===== config.mk =====
export PLATFORM = sky130hd
export DESIGN_NAME = prng_seeded
export DESIGN_NICKNAME = d
export VERILOG_FILES = /design/src/rtl/prng_pkg.sv /design/src/rtl/prng_feedback.sv /design/src/rtl/prng_seq_fsm.sv /design/src/rtl/prng_lfsr_core.sv /design/src/rtl/prng_seeded.sv
export SDC_FILE = /design/constraint.sdc
export NUM_CORES = 1
export LEC_CHECK = 0
export ABC_AREA = 0
export BUFFER_PORTS_ARGS = -buffer_cell sky130_fd_sc_hd__buf_2
export CELL_PAD_IN_SITES_DETAIL_PLACEMENT = 1
export CELL_PAD_IN_SITES_GLOBAL_PLACEMENT = 1
export CORE_MARGIN = 2
export CORE_UTILIZATION = 24
export CTS_BUF_LIST = sky130_fd_sc_hd__clkbuf_8
export CTS_CLUSTER_DIAMETER = 50
export DETAILED_ROUTE_END_ITERATION = 10
export GPL_ROUTABILITY_DRIVEN = 0
export PLACE_DENSITY_LB_ADDON = 0.1
export REMOVE_ABC_BUFFERS = 1
export SLEW_MARGIN = 5
export SYNTH_ARGS = -nofsm -noshare
export SYNTH_HDL_FRONTEND = slang
export SYNTH_SLANG_ARGS = --single-unit

===== constraint.sdc =====
create_clock -name clk_i -period 2.4 [get_ports clk_i]
set_input_delay 0.24 -clock clk_i [delete_from_list [all_inputs] [get_ports clk_i]]
set_output_delay 0.24 -clock clk_i [all_outputs]
set_load 0.005 [all_outputs]

===== src/rtl/prng_pkg.sv =====
package prng_pkg;

    typedef enum logic [1:0] {
        SQ_WARM = 2'd0,
        SQ_LOAD = 2'd1,
        SQ_RUN  = 2'd2
    } seq_state_t;

    typedef enum logic [2:0] {
        LF_HOLD      = 3'd0,
        LF_STEP      = 3'd1,
        LF_FILL_ONE  = 3'd2,
        LF_FILL_SER  = 3'd3,
        LF_FILL_LAST = 3'd4
    } lfsr_op_t;

    localparam logic [1:0] MODE_WARM = 2'b01;
    localparam logic [1:0] MODE_LOAD = 2'b10;

endpackage


===== src/rtl/prng_feedback.sv =====
module prng_feedback #(
    parameter int              STATE_W  = 16,
    parameter logic [STATE_W-1:0] TAP_MASK = 16'hB400
) (
    input  logic [STATE_W-1:0] state_i,
    output logic               fb_o
);
    logic [STATE_W:0] acc;

    assign acc[0] = 1'b0;

    for (genvar i = 0; i < STATE_W; i++) begin : g_tap
        if (TAP_MASK[i]) begin : g_use
            assign acc[i+1] = acc[i] ^ state_i[i];
        end else begin : g_skip
            assign acc[i+1] = acc[i];
        end
    end

    assign fb_o = acc[STATE_W];
endmodule


===== src/rtl/prng_seq_fsm.sv =====
module prng_seq_fsm
    import prng_pkg::*;
#(
    parameter int STATE_W  = 16,
    parameter int WARM_CYC = 6
) (
    input  logic     clk_i,
    input  logic     rst_i,
    input  logic     en_i,
    input  logic [1:0] mode_i,
    output lfsr_op_t op_o,
    output logic     valid_o
);
    localparam int SEED_MAX = (WARM_CYC > STATE_W) ? WARM_CYC : STATE_W;
    localparam int CNT_W    = $clog2(SEED_MAX + 1);
    localparam logic [CNT_W-1:0] WARM_LAST = CNT_W'(WARM_CYC - 1);
    localparam logic [CNT_W-1:0] LOAD_LAST = CNT_W'(STATE_W - 1);

    seq_state_t     state_q, state_d;
    logic [CNT_W-1:0] cnt_q;

    // next-state selection
    always_comb begin
        state_d = state_q;
        unique case (state_q)
            SQ_WARM: if (cnt_q == WARM_LAST) state_d = SQ_RUN;
            SQ_LOAD: if (cnt_q == LOAD_LAST) state_d = SQ_RUN;
            SQ_RUN:  state_d = SQ_RUN;
            default: state_d = SQ_RUN;
        endcase
    end

    // state register and seeding counter
    always_ff @(posedge clk_i) begin
        if (rst_i) begin
            cnt_q <= '0;
            unique case (mode_i)
                MODE_WARM: state_q <= SQ_WARM;
                MODE_LOAD: state_q <= SQ_LOAD;
                default:   state_q <= SQ_RUN;
            endcase
        end else begin
            state_q <= state_d;
            cnt_q   <= (state_q == SQ_RUN) ? '0 : cnt_q + 1'b1;
        end
    end

    // outputs per state
    always_comb begin
        op_o    = LF_HOLD;
        valid_o = 1'b0;
        unique case (state_q)
            SQ_WARM: op_o = LF_FILL_ONE;
            SQ_LOAD: op_o = (cnt_q == LOAD_LAST) ? LF_FILL_LAST : LF_FILL_SER;
            SQ_RUN: begin
                op_o    = en_i ? LF_STEP : LF_HOLD;
                valid_o = 1'b1;
            end
            default: op_o = LF_HOLD;
        endcase
    end
endmodule


===== src/rtl/prng_lfsr_core.sv =====
module prng_lfsr_core
    import prng_pkg::*;
#(
    parameter int                 STATE_W  = 16,
    parameter logic [STATE_W-1:0] TAP_MASK = 16'hB400
) (
    input  logic               clk_i,
    input  logic               rst_i,
    input  lfsr_op_t           op_i,
    input  logic               ser_i,
    output logic [STATE_W-1:0] state_o
);
    logic [STATE_W-1:0] state_q, state_d, shift_in;
    logic               fb, in_bit;

    prng_feedback #(.STATE_W(STATE_W), .TAP_MASK(TAP_MASK)) u_fb (
        .state_i (state_q),
        .fb_o    (fb)
    );

    always_comb begin
        unique case (op_i)
            LF_STEP:                   in_bit = fb;
            LF_FILL_ONE:               in_bit = 1'b1;
            LF_FILL_SER, LF_FILL_LAST: in_bit = ser_i;
            default:                   in_bit = 1'b0;
        endcase
        shift_in = {state_q[STATE_W-2:0], in_bit};
    end

    always_comb begin
        state_d = state_q;
        unique case (op_i)
            LF_HOLD:      state_d = state_q;
            LF_STEP,
            LF_FILL_ONE,
            LF_FILL_SER:  state_d = shift_in;
            LF_FILL_LAST: state_d = (shift_in == '0) ? '1 : shift_in;
            default:      state_d = state_q;
        endcase
    end

    always_ff @(posedge clk_i) begin
        if (rst_i) state_q <= '1;
        else       state_q <= state_d;
    end

    assign state_o = state_q;
endmodule


===== src/rtl/prng_seeded.sv =====
module prng_seeded
    import prng_pkg::*;
#(
    parameter int                 STATE_W  = 16,
    parameter logic [STATE_W-1:0] TAP_MASK = 16'hB400,
    parameter int                 WARM_CYC = 6,
    parameter int                 OUT_W    = 8
) (
    input  logic             clk_i,
    input  logic             rst_i,
    input  logic             en_i,
    input  logic [1:0]       mode_i,
    input  logic             ser_i,
    output logic [OUT_W-1:0] data_o,
    output logic             valid_o
);
    lfsr_op_t           op;
    logic [STATE_W-1:0] lfsr_state;

    prng_seq_fsm #(.STATE_W(STATE_W), .WARM_CYC(WARM_CYC)) u_fsm (
        .clk_i   (clk_i),
        .rst_i   (rst_i),
        .en_i    (en_i),
        .mode_i  (mode_i),
        .op_o    (op),
        .valid_o (valid_o)
    );

    prng_lfsr_core #(.STATE_W(STATE_W), .TAP_MASK(TAP_MASK)) u_core (
        .clk_i   (clk_i),
        .rst_i   (rst_i),
        .op_i    (op),
        .ser_i   (ser_i),
        .state_o (lfsr_state)
    );

    assign data_o = lfsr_state[OUT_W-1:0];
endmodule


==> flow_summary.ini <==
[status]
outcome = finished, final reports clean

[timing]
timing.hold.ws_ns = 0.291
layout_min_cycle_time_ns = 1.96
worst_clock_skew_ns = 0.0134
hold_viol_final = 0
slew_viol_final = 0
setup_violations = 0
rsz0062_at_grt = no
max_freq_mhz = 511
slew_headroom = 0.409
final.setup.tns_ns = 0
period_share = 0.815
max_slew.worst_pin.slew_ns = 0.885

[cts]
numClockSinks = 23
root_buffer = clkbuf_8
clk_latency_ns = 0.28
cts_made_buffers = 3
ctsHtreeMaxLevel = 1
clkTransAtPathRegs_ns = 0.10
cts_tree = built
cts_buffer_depth = 2
postCtsHoldBufs = 0
cts_setup_buffers = 0
cts_resized = 0

[layout]
fin_area_mm2 = 0.00144
diodes = 0
syn_to_final_growth_pct = 9.20
nets = 158
drive_above_1_share = 0.245
fill_cells = 631
layout.cells.non_filler = 217
final_core_util = 0.277

[run]
maxCapViolCount = 0

[routing]
viasPerCell = 4.79
drt-total-wl_mm = 3.09
drt_first_pass_iters = 4
wl_per_cell_um = 14.3
vias = 1040
drcViolationCount = 0
postRouteAntennaNets = 0
drt_iter0_drc = 44

[global_route]
grt_pass1_wl_mm = 5.15
grt_use_total = 0.107
grt_max_degree = 23
grt_overflow = 0
grt_pass1_vias = 999
antenna_found_initial = 0

[placement]
dp.cells = 213
hpwl_mm = 2.22
port_buffers = 14
placed_area_mm2 = 0.00139

[setup_path]
cp_max_fo = 9
path_cells = ha_1 -> and3_1 -> ha_1 -> nand2_1 -> nor3_4 -> buf_4 -> a2111oi_1 -> a211oi_2
worst_path_max_delay_cell = a2111oi_1
r2r_slack_ns = 0.44
crit_path_frequent_cell = ha_1
crit_path_start_kind = flop
endpoint_kind = flop
path_class = flop to flop
crit_path_max_incr_delay_ns = 0.47
critPathArrivalTime_ns = 2.11
critical_path_required_ns = 2.55

[yosys]
yosysWarningCount = 0
synth_top_area_cell = dfxtp_1
synth.avg_cell_area_um2 = 9.29
ys_ff_latch = 23
ys_async_sr_fraction = 0
synthTopCellsByArea = dfxtp_1 32%, a211oi_2 9.5%, a2111oi_1 8.3%
syn_area_mm2 = 0.00132
netlist.area_leader.share = 0.319
seq_area_frac_synth = 0.364
synthFlopType = dfxtp_1
yosys-top-cells-count = 21 x dfxtp_1, 21 x nor2_1, 18 x inv_1
synth_edf_count = 2
syn_inst = 142
yosysUniqueCellTypes = 34

[floorplan]
die-area_mm2 = 0.00610
core-area_mm2 = 0.00520
fp.dieW_um = 78.1
initial_utilization = 0.253
rows = 26
ios = 15
die_y_um = 78.1

[power_and_ir_drop]
p_seq_frac = 0.551
p_leak_nw = 0.586
p_clk_frac = 0.343
p_int_mw = 0.548
powerDensity_mw_per_mm2 = 523
combPwrFrac = 0.106
ir_drop_uv = 226
swShare = 0.272
switching_power_mw = 0.205

[hold_path]
hold_path.class = primary input to flop
==> final timing paths <==
kind	depth (start not counted)	to	startpoint
hold / removal	3	u_core.state_o[0]	ser_i
setup reg to reg	8	u_core.state_o[11]	u_fsm.cnt_q[0]
setup / recovery	8	u_core.state_o[11]	u_fsm.cnt_q[0]
hold reg to reg	1	u_fsm.cnt_q[0]	u_fsm.cnt_q[0]
==> logic make-up after synthesis <==
logic type / share of synthesized area
AOI/OAI and AO/OA: 0.260
xor gates and xnor gates: 0.0332
adders and majority gates: 0.0380
buffers and inverters: 0.132
DFF: 0.364
and+or+nand+nor: 0.173
==> layer usage <==
metal / vias to the layer above / wire length, um / share of wire / global-route usage
li1: 509 / - / - / -
met1: 512 / 1520 / 0.49 / 0.153
met2: 15 / 1450 / 0.47 / 0.162
met3: 4 / 92 / 0.030 / 0.0184
met4: 0 / 37 / 0.012 / 0.0368
met5: - / 0 / 0 / 0
==> flip-flops by register name, summed over array words and instances (netlist names) <==
name and cells:
u_core.state_o 16, u_fsm.cnt_q 5, u_fsm.state_q 2
==> cells in the final DEF (no fill, tap or decap), types with 4 or more instances in the layout <==
cell / Yosys / routed
a2111oi_0: 4 / 4
ha_1: 4 / 4
nor2_1: 21 / 21
a2111oi_1: 11 / 11
xnor2_1: 4 / 4
dfxtp_1: 21 / 21
inv_1: 18 / 18
buf_2: 3 / 14
a211oi_2: 10 / 10
a211oi_1: 5 / 5
==> critical path, delay by kind of cell, from the launching register on <==
family | cells | cell delay [ns]
AOI/OAI and AO/OA | 2 | 0.53
adders and majority gates | 2 | 0.40
and+or+nand+nor | 3 | 0.39
DFF | 1 | 0.35
buffers and inverters | 1 | 0.18
==> power by group through the flow <==
| stage | combinational [mW] | sequential, mW | clock (mW) |
|---|---|---|---|
| global placement | 0.0816 | 0.423 | 0 |
| CTS | 0.0829 | 0.415 | 0.273 |
| global route | 0.0907 | 0.418 | 0.289 |
| detailed placement | 0.0827 | 0.424 | 0 |
| floorplan | 0.0435 | 0.421 | 0 |
| finish | 0.0801 | 0.415 | 0.258 |
==> final cells by class <==
class	count	area, um^2	area share
Timing Repair Buffer	17	92.6	0.0643
Sequential cell	23	480	0.334
Inverter	18	67.6	0.0469
Clock buffer	3	41.3	0.0287
Tap cell	70	87.6	0.0608
Multi-Input combinational cell	85	664	0.461
Clock inverter	1	6.26	0.00434
==> stage by stage <==
| step | power, mW | setup WS [ns] |
|---|---|---|
| 6_report | 0.753 | 0.444 |
| 5_1_grt | 0.797 | 0.169 |
| 4_1_cts | 0.771 | 0.422 |
| 3_5_place_dp | 0.507 | 0.417 |
| 3_3_place_gp | 0.505 | 0.475 |
| 2_1_floorplan | 0.464 | 0.564 |
(Power assumes the default switching activity.)
